===== src/rtl/ec_seq_pkg.sv =====
package ec_seq_pkg;

    typedef enum logic [3:0] {
        ST_IDLE,
        ST_POLL,
        ST_SAMPLE,
        ST_GAP,
        ST_SEND_CMD,
        ST_SEND_ADDR,
        ST_SEND_DATA,
        ST_FETCH,
        ST_CAPTURE,
        ST_FINISH
    } seq_state_t;

    typedef enum logic [1:0] {
        STEP_CMD,
        STEP_ADDR,
        STEP_DATA
    } seq_step_t;

    localparam logic [2:0] OFS_DATA = 3'd0;
    localparam logic [2:0] OFS_CTRL = 3'd4;

    localparam logic [7:0] OPC_READ  = 8'h80;
    localparam logic [7:0] OPC_WRITE = 8'h81;

    localparam int BIT_IN_BUSY  = 1;
    localparam int BIT_OUT_RDY  = 0;

endpackage


===== src/rtl/ec_gap_timer.sv =====
module ec_gap_timer #(
    parameter int TICK_CYCLES = 125
) (
    input  logic clk,
    input  logic rst_n,
    input  logic run,
    output logic last
);
    localparam int CW = $clog2(TICK_CYCLES + 1);

    logic [CW-1:0] cnt_q;

    always_ff @(posedge clk) begin
        if (!rst_n || !run) begin
            cnt_q <= '0;
        end else begin
            cnt_q <= cnt_q + 1'b1;
        end
    end

    assign last = run && (cnt_q == CW'(TICK_CYCLES - 1));
endmodule


===== src/rtl/ec_poll_budget.sv =====
module ec_poll_budget #(
    parameter int MAX_POLLS = 500
) (
    input  logic clk,
    input  logic rst_n,
    input  logic clear,
    input  logic bump,
    output logic final_poll
);
    localparam int CW = $clog2(MAX_POLLS + 1);

    logic [CW-1:0] used_q;

    always_ff @(posedge clk) begin
        if (!rst_n || clear) begin
            used_q <= '0;
        end else if (bump) begin
            used_q <= used_q + 1'b1;
        end
    end

    assign final_poll = (used_q == CW'(MAX_POLLS - 1));
endmodule


===== src/rtl/ec_access_seq.sv =====
module ec_access_seq
    import ec_seq_pkg::*;
#(
    parameter int TICK_CYCLES = 125,
    parameter int MAX_POLLS   = 500
) (
    input  logic       clk,
    input  logic       rst_n,
    input  logic       req_valid,
    output logic       req_ready,
    input  logic       req_is_read,
    input  logic [7:0] req_addr,
    input  logic [7:0] req_wdata,
    output logic       rsp_done,
    output logic       rsp_timeout,
    output logic [7:0] rsp_rdata,
    output logic [2:0] port_addr,
    output logic       port_rd,
    output logic       port_wr,
    output logic [7:0] port_wdata,
    input  logic [7:0] port_rdata
);
    seq_state_t state_q, state_d;
    seq_step_t  step_q;
    logic       op_rd_q;
    logic [7:0] addr_q;
    logic [7:0] wdata_q;
    logic [7:0] rdata_q;
    logic       timeout_q;

    logic accept;
    logic want_out_rdy;
    logic poll_ok;
    logic gap_last;
    logic final_poll;
    logic budget_clear;
    logic budget_bump;

    assign accept       = (state_q == ST_IDLE) && req_valid;
    assign want_out_rdy = op_rd_q && (step_q == STEP_DATA);
    assign poll_ok      = want_out_rdy ? port_rdata[BIT_OUT_RDY]
                                       : !port_rdata[BIT_IN_BUSY];
    assign budget_clear = (state_q == ST_IDLE) || ((state_q == ST_SAMPLE) && poll_ok);
    assign budget_bump  = (state_q == ST_SAMPLE) && !poll_ok;

    ec_gap_timer #(.TICK_CYCLES(TICK_CYCLES)) u_gap (
        .clk   (clk),
        .rst_n (rst_n),
        .run   (state_q == ST_GAP),
        .last  (gap_last)
    );

    ec_poll_budget #(.MAX_POLLS(MAX_POLLS)) u_budget (
        .clk        (clk),
        .rst_n      (rst_n),
        .clear      (budget_clear),
        .bump       (budget_bump),
        .final_poll (final_poll)
    );

    // state register
    always_ff @(posedge clk) begin
        if (!rst_n) begin
            state_q <= ST_IDLE;
        end else begin
            state_q <= state_d;
        end
    end

    // next-state logic
    always_comb begin
        state_d = state_q;
        unique case (state_q)
            ST_IDLE:      if (accept) state_d = ST_POLL;
            ST_POLL:      state_d = ST_SAMPLE;
            ST_SAMPLE: begin
                if (poll_ok) begin
                    unique case (step_q)
                        STEP_CMD:  state_d = ST_SEND_CMD;
                        STEP_ADDR: state_d = ST_SEND_ADDR;
                        default:   state_d = op_rd_q ? ST_FETCH : ST_SEND_DATA;
                    endcase
                end else if (final_poll) begin
                    state_d = ST_FINISH;
                end else begin
                    state_d = ST_GAP;
                end
            end
            ST_GAP:       if (gap_last) state_d = ST_POLL;
            ST_SEND_CMD:  state_d = ST_POLL;
            ST_SEND_ADDR: state_d = ST_POLL;
            ST_SEND_DATA: state_d = ST_FINISH;
            ST_FETCH:     state_d = ST_CAPTURE;
            ST_CAPTURE:   state_d = ST_FINISH;
            ST_FINISH:    state_d = ST_IDLE;
            default:      state_d = ST_IDLE;
        endcase
    end

    // request latch, step tracking and result registers
    always_ff @(posedge clk) begin
        if (!rst_n) begin
            op_rd_q   <= 1'b0;
            addr_q    <= '0;
            wdata_q   <= '0;
            step_q    <= STEP_CMD;
            rdata_q   <= '0;
            timeout_q <= 1'b0;
        end else begin
            if (accept) begin
                op_rd_q   <= req_is_read;
                addr_q    <= req_addr;
                wdata_q   <= req_wdata;
                step_q    <= STEP_CMD;
                timeout_q <= 1'b0;
            end
            if (state_q == ST_SEND_CMD)  step_q <= STEP_ADDR;
            if (state_q == ST_SEND_ADDR) step_q <= STEP_DATA;
            if (budget_bump && final_poll) timeout_q <= 1'b1;
            if (state_q == ST_CAPTURE) rdata_q <= port_rdata;
        end
    end

    // outputs
    always_comb begin
        port_rd     = 1'b0;
        port_wr     = 1'b0;
        port_addr   = OFS_DATA;
        port_wdata  = '0;
        rsp_done    = 1'b0;
        rsp_timeout = 1'b0;
        req_ready   = 1'b0;
        unique case (state_q)
            ST_IDLE:      req_ready = 1'b1;
            ST_POLL: begin
                port_rd   = 1'b1;
                port_addr = OFS_CTRL;
            end
            ST_SEND_CMD: begin
                port_wr    = 1'b1;
                port_addr  = OFS_CTRL;
                port_wdata = op_rd_q ? OPC_READ : OPC_WRITE;
            end
            ST_SEND_ADDR: begin
                port_wr    = 1'b1;
                port_wdata = addr_q;
            end
            ST_SEND_DATA: begin
                port_wr    = 1'b1;
                port_wdata = wdata_q;
            end
            ST_FETCH:     port_rd = 1'b1;
            ST_FINISH: begin
                rsp_done    = 1'b1;
                rsp_timeout = timeout_q;
            end
            default: ;
        endcase
    end

    assign rsp_rdata = rdata_q;
endmodule


===== config.mk =====
export PLATFORM = sky130hd
export DESIGN_NAME = ec_access_seq
export DESIGN_NICKNAME = d
export VERILOG_FILES = /design/src/rtl/ec_seq_pkg.sv /design/src/rtl/ec_gap_timer.sv /design/src/rtl/ec_poll_budget.sv /design/src/rtl/ec_access_seq.sv
export SDC_FILE = /design/constraint.sdc
export NUM_CORES = 1
export LEC_CHECK = 0
export BUFFER_PORTS_ARGS = -buffer_cell sky130_fd_sc_hd__buf_2
export CAP_MARGIN = 15
export CORE_MARGIN = 2
export CORE_UTILIZATION = 50
export DETAILED_ROUTE_END_ITERATION = 6
export GPL_ROUTABILITY_DRIVEN = 0
export PLACE_DENSITY = 0.76
export SETUP_SLACK_MARGIN = 0.2
export SLEW_MARGIN = 10
export SYNTH_ARGS = -nofsm -noshare
export SYNTH_HDL_FRONTEND = slang
export SYNTH_SLANG_ARGS = --single-unit
export TNS_END_PERCENT = 30

===== constraint.sdc =====
create_clock -name clk -period 2.6 [get_ports clk]
set_clock_uncertainty 0.1 [all_clocks]
set_input_delay 0.13 -clock clk [delete_from_list [all_inputs] [get_ports clk]]
set_output_delay 0.13 -clock clk [all_outputs]
set_load 0.02 [all_outputs]

; ---- Word level (Yosys, flattened, before mapping)
; Cells that the tools add are included.
[totals]
ram_bits = 0
out_inout_bits = 24
latch_bits = 0
mem_count = 0
romBits = 0
inputBits = 28
elab_cells = 74
register_bits = 48
[op_classes]
n_mux = 21
magnitude_cmp = 0
n_bitwise = 1
multipliers = 0
shift = 0
div = 0
n_addsub = 2
n_eq_ne = 15
n_reduce_logical = 25
[op_table]
columns = op, n
row1 = case mux 4 bit (7 select lines), 1
row2 = case mux 8 bit (3 select lines), 1
row3 = "== test 4 x 3 -> 1 bit, second input constant", 4
row4 = two-way mux 4 bit, 4
row5 = two-way mux 1 bit, 10
row6 = OR reduction 2 bit, 5
row7 = "adder 9 x 1 -> 9 bit, second input constant", 1
row8 = "== test 9 bit, second input constant", 1
row9 = "== test 4 x 2 -> 1 bit, second input constant", 2
row10 = "== test 4 bit, second input constant", 2
row11 = "adder 7 x 1 -> 7 bit, second input constant", 1
row12 = "== test 7 bit, second input constant", 1
row13 = logical AND 1 bit, 6
row14 = two-way mux 2 bit, 3
row15 = "== test 4 x 1 -> 1 bit, second input constant", 1
row16 = logical NOT 1 bit, 4
row17 = logical NOT 4 bit, 1
row18 = "inequality test 2 bit, second input constant", 2
row19 = case mux 2 bit (2 select lines), 1
row20 = nonzero test 2 bit, 2
row21 = logical OR 1 bit, 3
row22 = two-way mux 3 bit, 1
row23 = nonzero test 3 bit, 1
row24 = OR reduction 3 bit, 1
row25 = other kinds (5), 5

; ---- Depth between registers and ports, before layout
; Gate-level depths: netlist (run 1).
[depth]
word_depth = 7
ltp_mapped = 7
depth_no_buf = 6

; ---- By module
; From an unflattened synthesis (run 1), not the netlist that was laid out.
[unflattened]
cells_unflattened = 282
area_unflattened_um2 = 2314.7
[modules_own_cells]
columns = module, instances, seq_area_each_um2, area_per_inst_um2, cells_each
row1 = ec_access_seq, 1, 640.6, 1590.3, 200
row2 = ec_poll_budget, 1, 180.2, 435.4, 49
row3 = ec_gap_timer, 1, 140.1, 289.0, 33

; ---- Worst setup path before layout (run 1)
; No wires, ideal clock.
[synth_path]
path_type = register to register
from = register state_q[1]
to = register addr_q[0]
path_slack_ns = 0.322
path_buffers = 2
required_time_ns = 2.368
setup_time_ns = 0.132
arrival_ns = 2.046
stages_incl_launch_ff = 7
synth_period_minus_slack_ns = 2.278
cell_sequence = dfxtp_1 clkbuf_1 nor4_1 nand2_1 clkbuf_1 nand2_1 a21oi_1
[synth_via]
elab_chain_len = 2
[synth_rtl]
columns = element, line_no
row1 = start: declaration, ec_access_seq.sv:23  ; seq_state_t state_q, state_d;
row2 = start signal: assignment, ec_access_seq.sv:66  ; state_q <= state_d;
row3 = logical NOT 4 bit, ec_access_seq.sv:39  ; assign accept = (state_q == ST_IDLE) && req_valid;
row4 = logical AND 1 bit, ec_access_seq.sv:39
row5 = end signal: assignment, ec_access_seq.sv:112  ; addr_q <= req_addr;
row6 = end: declaration, ec_access_seq.sv:26  ; logic [7:0] addr_q;
; No other way between the ends.
; A chain may end at the register's enable or synchronous reset.

; ---- Worst setup path in the final report (run 1)
[layout_path]
from = register state_q[2]
to = register addr_q[4]
; Same word-level chain as after synthesis.

==> results of run 1 <==
critical path, cell delays in order, from the launching register on:
cell and delay (ns):
dfxtp_1 0.39, buf_4 0.22, nor4_1 0.48, and2_1 0.59, nand2_1 0.13, a21oi_1 0.14
metrics by stage:
stage	total power (W)	hold slack, ns	cell area (um2)
2_1_floorplan	0.00118	0.166	2260
3_3_place_gp	0.00129	0.270	2510
3_5_place_dp	0.00130	0.276	2510
4_1_cts	0.00178	0.0313	2860
5_1_grt	0.00189	0.0299	2860
6_report	0.00177	0.0408	2860
area by class of cell:
type | count | area (um2)
flip-flops and latches | 48 | 962
multi-input cells | 212 | 1180
well taps | 52 | 65.1
fillers | 380 | 1500
repair buffers | 78 | 526
clock buffers | 7 | 86.3
inverters | 7 | 26.3
clock inverters | 1 | 7.51
repair_timing:
action / in CTS / in global routing
hold endpoints to repair: 25 / 0
hold buffers: 25 / 0
setup endpoints to repair: 0 / 7
resized for setup: 0 / 1
metal layers:
layer	wire length (um)	track usage, %	vias up	part of all wire, %
met5	0	0	-	0
met4	49	5.03	0	0.94
met3	266	5.84	6	5.1
met2	2500	37.7	47	48
met1	2380	27.7	972	46
li1	-	-	1127	-
cell usage after synthesis, types with 3 or more instances:
cell type	count	area share, %
or3_1	6	1.7
and3_1	3	0.83
o31ai_1	4	1.3
nand3b_1	3	1.0
a22oi_1	6	2.0
nand2_1	60	10
buf_2	3	0.67
a21oi_1	32	7.1
a211oi_1	9	3.0
nand3_1	4	0.89
nor2_1	22	3.7
nand4_1	6	1.7
ha_1	3	1.7
o21ai_0	10	2.2
dfxtp_1	48	43
nor3_1	6	1.3
inv_1	6	1.0
clkbuf_1	10	1.7
or4_1	4	1.3
nand2b_1	4	1.1
xor2_1	3	1.2
nor2b_1	3	0.83
xnor2_1	3	1.2
placed cells by master (no fill, tap or decap), types with 2 or more instances in the layout:
master,n
and3_1,3
conb_1,2
inv_1,6
a21oi_1,32
dlygate4sd3_1,25
o211ai_1,2
a31oi_1,2
buf_2,49
dfxtp_1,47
o21ai_0,10
nand3_1,4
or4_1,4
clkbuf_8,6
xnor2_1,3
buf_4,4
a211oi_1,9
nand2b_1,4
ha_1,3
o31ai_1,4
nor3_1,6
mux2i_1,2
nor2_1,22
xor2_1,3
nor4bb_1,2
nand3b_1,3
a2bb2oi_1,2
or3_1,6
nand2_1,60
nand4_1,6
a22oi_1,6
nor2b_1,3
cells by family (layout without fill, tap and decap cells):
kind of cell,after synthesis,in the layout,share of synthesized area [%]
AO/OA/AOI/OAI,71,71,19.5
XOR/XNOR,6,6,2.33
adder cells (fa/ha/maj),3,3,1.67
buffers and inverters,25,93,5.00
flip-flops,48,48,42.6
multiplexers,3,3,1.55
other,1,2,0.166
AND/OR/NAND/NOR,127,127,27.2
worst paths after layout:
path	depth (start not counted)	end	from	slack, ns
max	5	addr_q[4]	state_q[2]	0.47
min	2	u_gap.cnt_q[1]	rst_n	0.04
max reg2reg	5	addr_q[4]	state_q[2]	0.47
min reg2reg	2	rsp_rdata[4]	rsp_rdata[4]	0.36
sequential cells by signal, summed over array words and instances (netlist names), 2 cells and up:
register and count:
u_budget.used_q 9, addr_q 8, state_q 4, wdata_q 8
step_q 2, rsp_rdata 8, u_gap.cnt_q 7
report_power, final:
part | total [W] | internal (W) | switching [W] | leakage, nW
sequential | 0.000842 | 0.000786 | 0.0000561 | 0.390
clock | 0.000462 | 0.000216 | 0.000246 | 0.0445
combinational | 0.000468 | 0.000185 | 0.000283 | 0.669
total | 0.00177 | 0.00119 | 0.000584 | 1.10
==> flow_summary.json, run 1 <==
{
  "outcome": "complete, no violations",
  "hold_path_class": "primary input to flop",
  "grt_remaining_overflow": 0,
  "layout.cells.non_filler": 405,
  "synth-seq-area-share_pct": 42.6,
  "slew_violations": 0,
  "drtPass1Iterations": 4,
  "gr-usage-all-layers_pct": 22.0,
  "vias": 2152,
  "initial_utilization_pct": 51.8,
  "antenna_found_initial": 0,
  "cts_setup_buffers": 0,
  "tns_ns": 0,
  "htreeDepth": 2,
  "crit_required_ns": 2.73,
  "ir_worst_vdd_mv": 0.376,
  "grt_pass1_wl_um": 9000,
  "core_um2": 4350,
  "syn_area_um2": 2250,
  "clkLatencyLatePin_ns": 0.30,
  "dp_hpwl_um": 3420,
  "cts_sinks": 48,
  "avgViaCountPerCell": 5.31,
  "rsz0062_at_grt": "true",
  "dp_slack_ns": 0.482,
  "tightest_slew_ns": 0.639,
  "port_buffers": 49,
  "top_level_ports": 52,
  "setup_ws_ns": 0.465,
  "cp.arrival_ns": 2.26,
  "row_count": 24,
  "synth_area_per_cell_um2": 7.93,
  "drt_iter0_drc": 93,
  "totalWireLength_um": 5200,
  "worstPathMaxFanout": 17,
  "maxCapViolations": 0,
  "postSynthCellCount": 284,
  "synthArstFlopShare_pct": 0,
  "p_leak_nw": 1.10,
  "finalHoldViolCount": 0,
  "die_w_um": 71.1,
  "fp.dieH_um": 71.1,
  "nets": 383,
  "cts.reportedPaths.clkPinSlew_ns": 0.09,
  "relSlewSlack_pct": 57.3,
  "grt_start_max_net_pins": 38,
  "wl_per_cell_um": 12.8,
  "dp.cells": 372,
  "drc_errors": 0,
  "period_needed_ns": 2.13,
  "post-route-period-util_pct": 82.1,
  "finalSetupViolCount": 0,
  "die_area_um2": 5060,
  "pwr_density_cell_nw_per_um2": 620,
  "cts_tree": "done",
  "critPathKind": "flop to flop",
  "clockBufferDepth": 2,
  "synth-seq-cells": 48,
  "finish.utilization_pct": 65.6,
  "cts_root_buffer": "clkbuf_8",
  "synth-main-ff-cell": "dfxtp_1",
  "worstSetupEndpointType": "flop",
  "drive_gt1_share_pct": 18.4,
  "syn_to_final_growth_pct": 26.8,
  "synth_edf_count": 0,
  "yosys.cell_types.count": 42,
  "numCtsBuffers": 5,
  "ant_nets": 0,
  "fmax_mhz": 468,
  "num_antenna_cells": 0,
  "start_kind": "flop",
  "grt_pass1_vias": 2046,
  "yosys_warnings": 0
}
Note: power is estimated with default switching activity, not from simulation.
==> run 2, diff against run 1 <==
--- a/config.mk
+++ b/config.mk
@@ -8,7 +8,7 @@
 export BUFFER_PORTS_ARGS = -buffer_cell sky130_fd_sc_hd__buf_2
 export CAP_MARGIN = 15
 export CORE_MARGIN = 2
-export CORE_UTILIZATION = 50
+export CORE_UTILIZATION = 48
 export DETAILED_ROUTE_END_ITERATION = 6
 export GPL_ROUTABILITY_DRIVEN = 0
 export PLACE_DENSITY = 0.76
==> constraint.sdc (replaced) <==
create_clock -name clk -period 1.8 [get_ports clk]
set_clock_uncertainty 0.1 [all_clocks]
set_input_delay 0.09 -clock clk [delete_from_list [all_inputs] [get_ports clk]]
set_output_delay 0.09 -clock clk [all_outputs]
set_load 0.02 [all_outputs]
==> run 2 against run 1 <==
Against the previous run:
- clock-buffer cell count stayed put
- die area is 3.9% higher
- register-to-register slack worse by 0.44 ns
- first-iteration DRC count is 83% higher
- total power is 80% higher
- sequential share of layout area is 4.8 points lower
- critical path depth stayed put
- critical endpoint is now u_budget.used_q[4]
- largest cell class unchanged
==> flow_summary.json, run 2 (synthesis gave the netlist of run 1 again) <==
{
  "p_leak_nw": 1.32,
  "r2r_end": "u_budget.used_q[4]",
  "nets": 414,
  "fp.dieH_um": 72.5,
  "rsz0062_at_grt": "true",
  "finish.utilization_pct": 75.5,
  "dp_hpwl_um": 3830,
  "drtPass1Iterations": 4,
  "fmax_mhz": 562,
  "period_needed_ns": 1.78,
  "r2r-start": "state_q[3]",
  "finalHoldViolCount": 0,
  "port_buffers": 49,
  "cts_sinks": 48,
  "slew_violations": 0,
  "grt_remaining_overflow": 0,
  "dp.cells": 387,
  "clkLatencyLatePin_ns": 0.31,
  "fillCellCount": 293,
  "row_count": 24,
  "cts_root_buffer": "clkbuf_8",
  "ir_worst_vdd_mv": 0.649,
  "layout.cells.non_filler": 436,
  "grt_start_max_net_pins": 38,
  "die_area_um2": 5260,
  "hold_path_class": "primary input to flop",
  "totalWireLength_um": 6720,
  "antenna_found_initial": 0,
  "post-route-period-util_pct": 98.8,
  "ant_nets": 0,
  "numCtsBuffers": 5,
  "cp.arrival_ns": 1.91,
  "drt_iter0_drc": 170,
  "rr_worst_depth": 5,
  "gr-usage-all-layers_pct": 24.1,
  "top_level_ports": 52,
  "syn_to_final_growth_pct": 49.0,
  "dp_slack_ns": -0.0333,
  "cts_tree": "done",
  "vias": 2425,
  "htreeDepth": 2,
  "final_cell_mix": "nand2_1 (58), dfxtp_1 (44), buf_2 (39), buf_4 (37), a21oi_1 (30)",
  "crit_required_ns": 1.93,
  "final_common_cell": "nand2_1",
  "maxCapViolations": 0,
  "relSlewSlack_pct": 53.8,
  "wl_per_cell_um": 15.4,
  "start_kind": "flop",
  "hold_ws_ns": 0.149,
  "setup_ws_ns": 0.0219,
  "cts.reportedPaths.clkPinSlew_ns": 0.09,
  "core_um2": 4440,
  "grt_pass1_vias": 2284,
  "critPathKind": "flop to flop",
  "regMostFlops": "u_budget.used_q",
  "tightest_slew_ns": 0.693,
  "grt_pass1_wl_um": 9950,
  "initial_utilization_pct": 50.7,
  "die_w_um": 72.5,
  "pwr_density_cell_nw_per_um2": 948,
  "hold_depth": 4,
  "p_total_w": 0.00318,
  "drive_gt1_share_pct": 33.1,
  "worstPathMaxFanout": 4,
  "outcome": "complete, no violations",
  "r2r_slack_ns": 0.02,
  "worst_hold_startpoint": "req_valid",
  "min_to": "wdata_q[0]",
  "finalSetupViolCount": 0,
  "clockBufferDepth": 2,
  "drc_errors": 0,
  "avgViaCountPerCell": 5.56,
  "worstSetupEndpointType": "flop",
  "num_antenna_cells": 0,
  "largest_reg_flops": 9
}
run 2: worst max-delay path by stage:
stage	from	end	slack [ns]
after detailed placement	step_q[0]	u_budget.used_q[5]	-0.03
after floorplan	state_q[2]	u_budget.used_q[5]	-0.01
after CTS	state_q[0]	u_budget.used_q[8]	0.04
after global routing	state_q[3]	u_budget.used_q[4]	-0.06
final	state_q[3]	u_budget.used_q[4]	0.02
after global placement	step_q[0]	u_budget.used_q[3]	0.05
run 2: layout make-up:
type                            count  area, um2  share of cell area, %
Inverter                            7       30.0                  0.895
Tap cell                           52       65.1                   1.94
Multi-Input combinational cell    212       1320                   39.4
Sequential cell                    48        968                   28.8
Clock buffer                        7       96.3                   2.87
Timing Repair Buffer              109        843                   25.1
Clock inverter                      1       30.0                  0.895
run 2: metal layers:
metal	up-vias	share of wire [%]	global-route usage [%]	routed length [um]
li1	1190	-	-	-
met1	1144	41	29.2	2730
met2	76	53	41.5	3540
met3	15	4.5	5.00	305
met4	0	2.0	9.88	136
met5	-	0	0	0
run 2: power by group:
group          leakage [nW]  internal [W]  switching [W]
Combinational         0.862      0.000542       0.000590
Sequential            0.392       0.00114      0.0000624
Clock                0.0645      0.000490       0.000359
Total                  1.32       0.00217        0.00101
run 2: worst max-delay path: stages (launching register included):
cell      delay, ns
dfxtp_2        0.35
nor4b_4        0.31
nand4_1        0.22
buf_4          0.21
or3_4          0.32
a211oi_2       0.19
run 2: repair_timing:
action                                  CTS  global route
hold buffers                             26             0
endpoints found under the setup margin   39            59
gates cloned                              0             1
hold endpoints to repair                 26             0
pin swaps                                10             6
setup buffers                             6             8
resized for setup                        21            34
run 2: metrics by stage:
stage               instance area (um2)  TNS [ns]
finish                             3360         0
global route                       3360    -0.279
CTS                                3160         0
detailed placement                 2640   -0.0507
global placement                   2640         0
floorplan                          2300   -0.0294
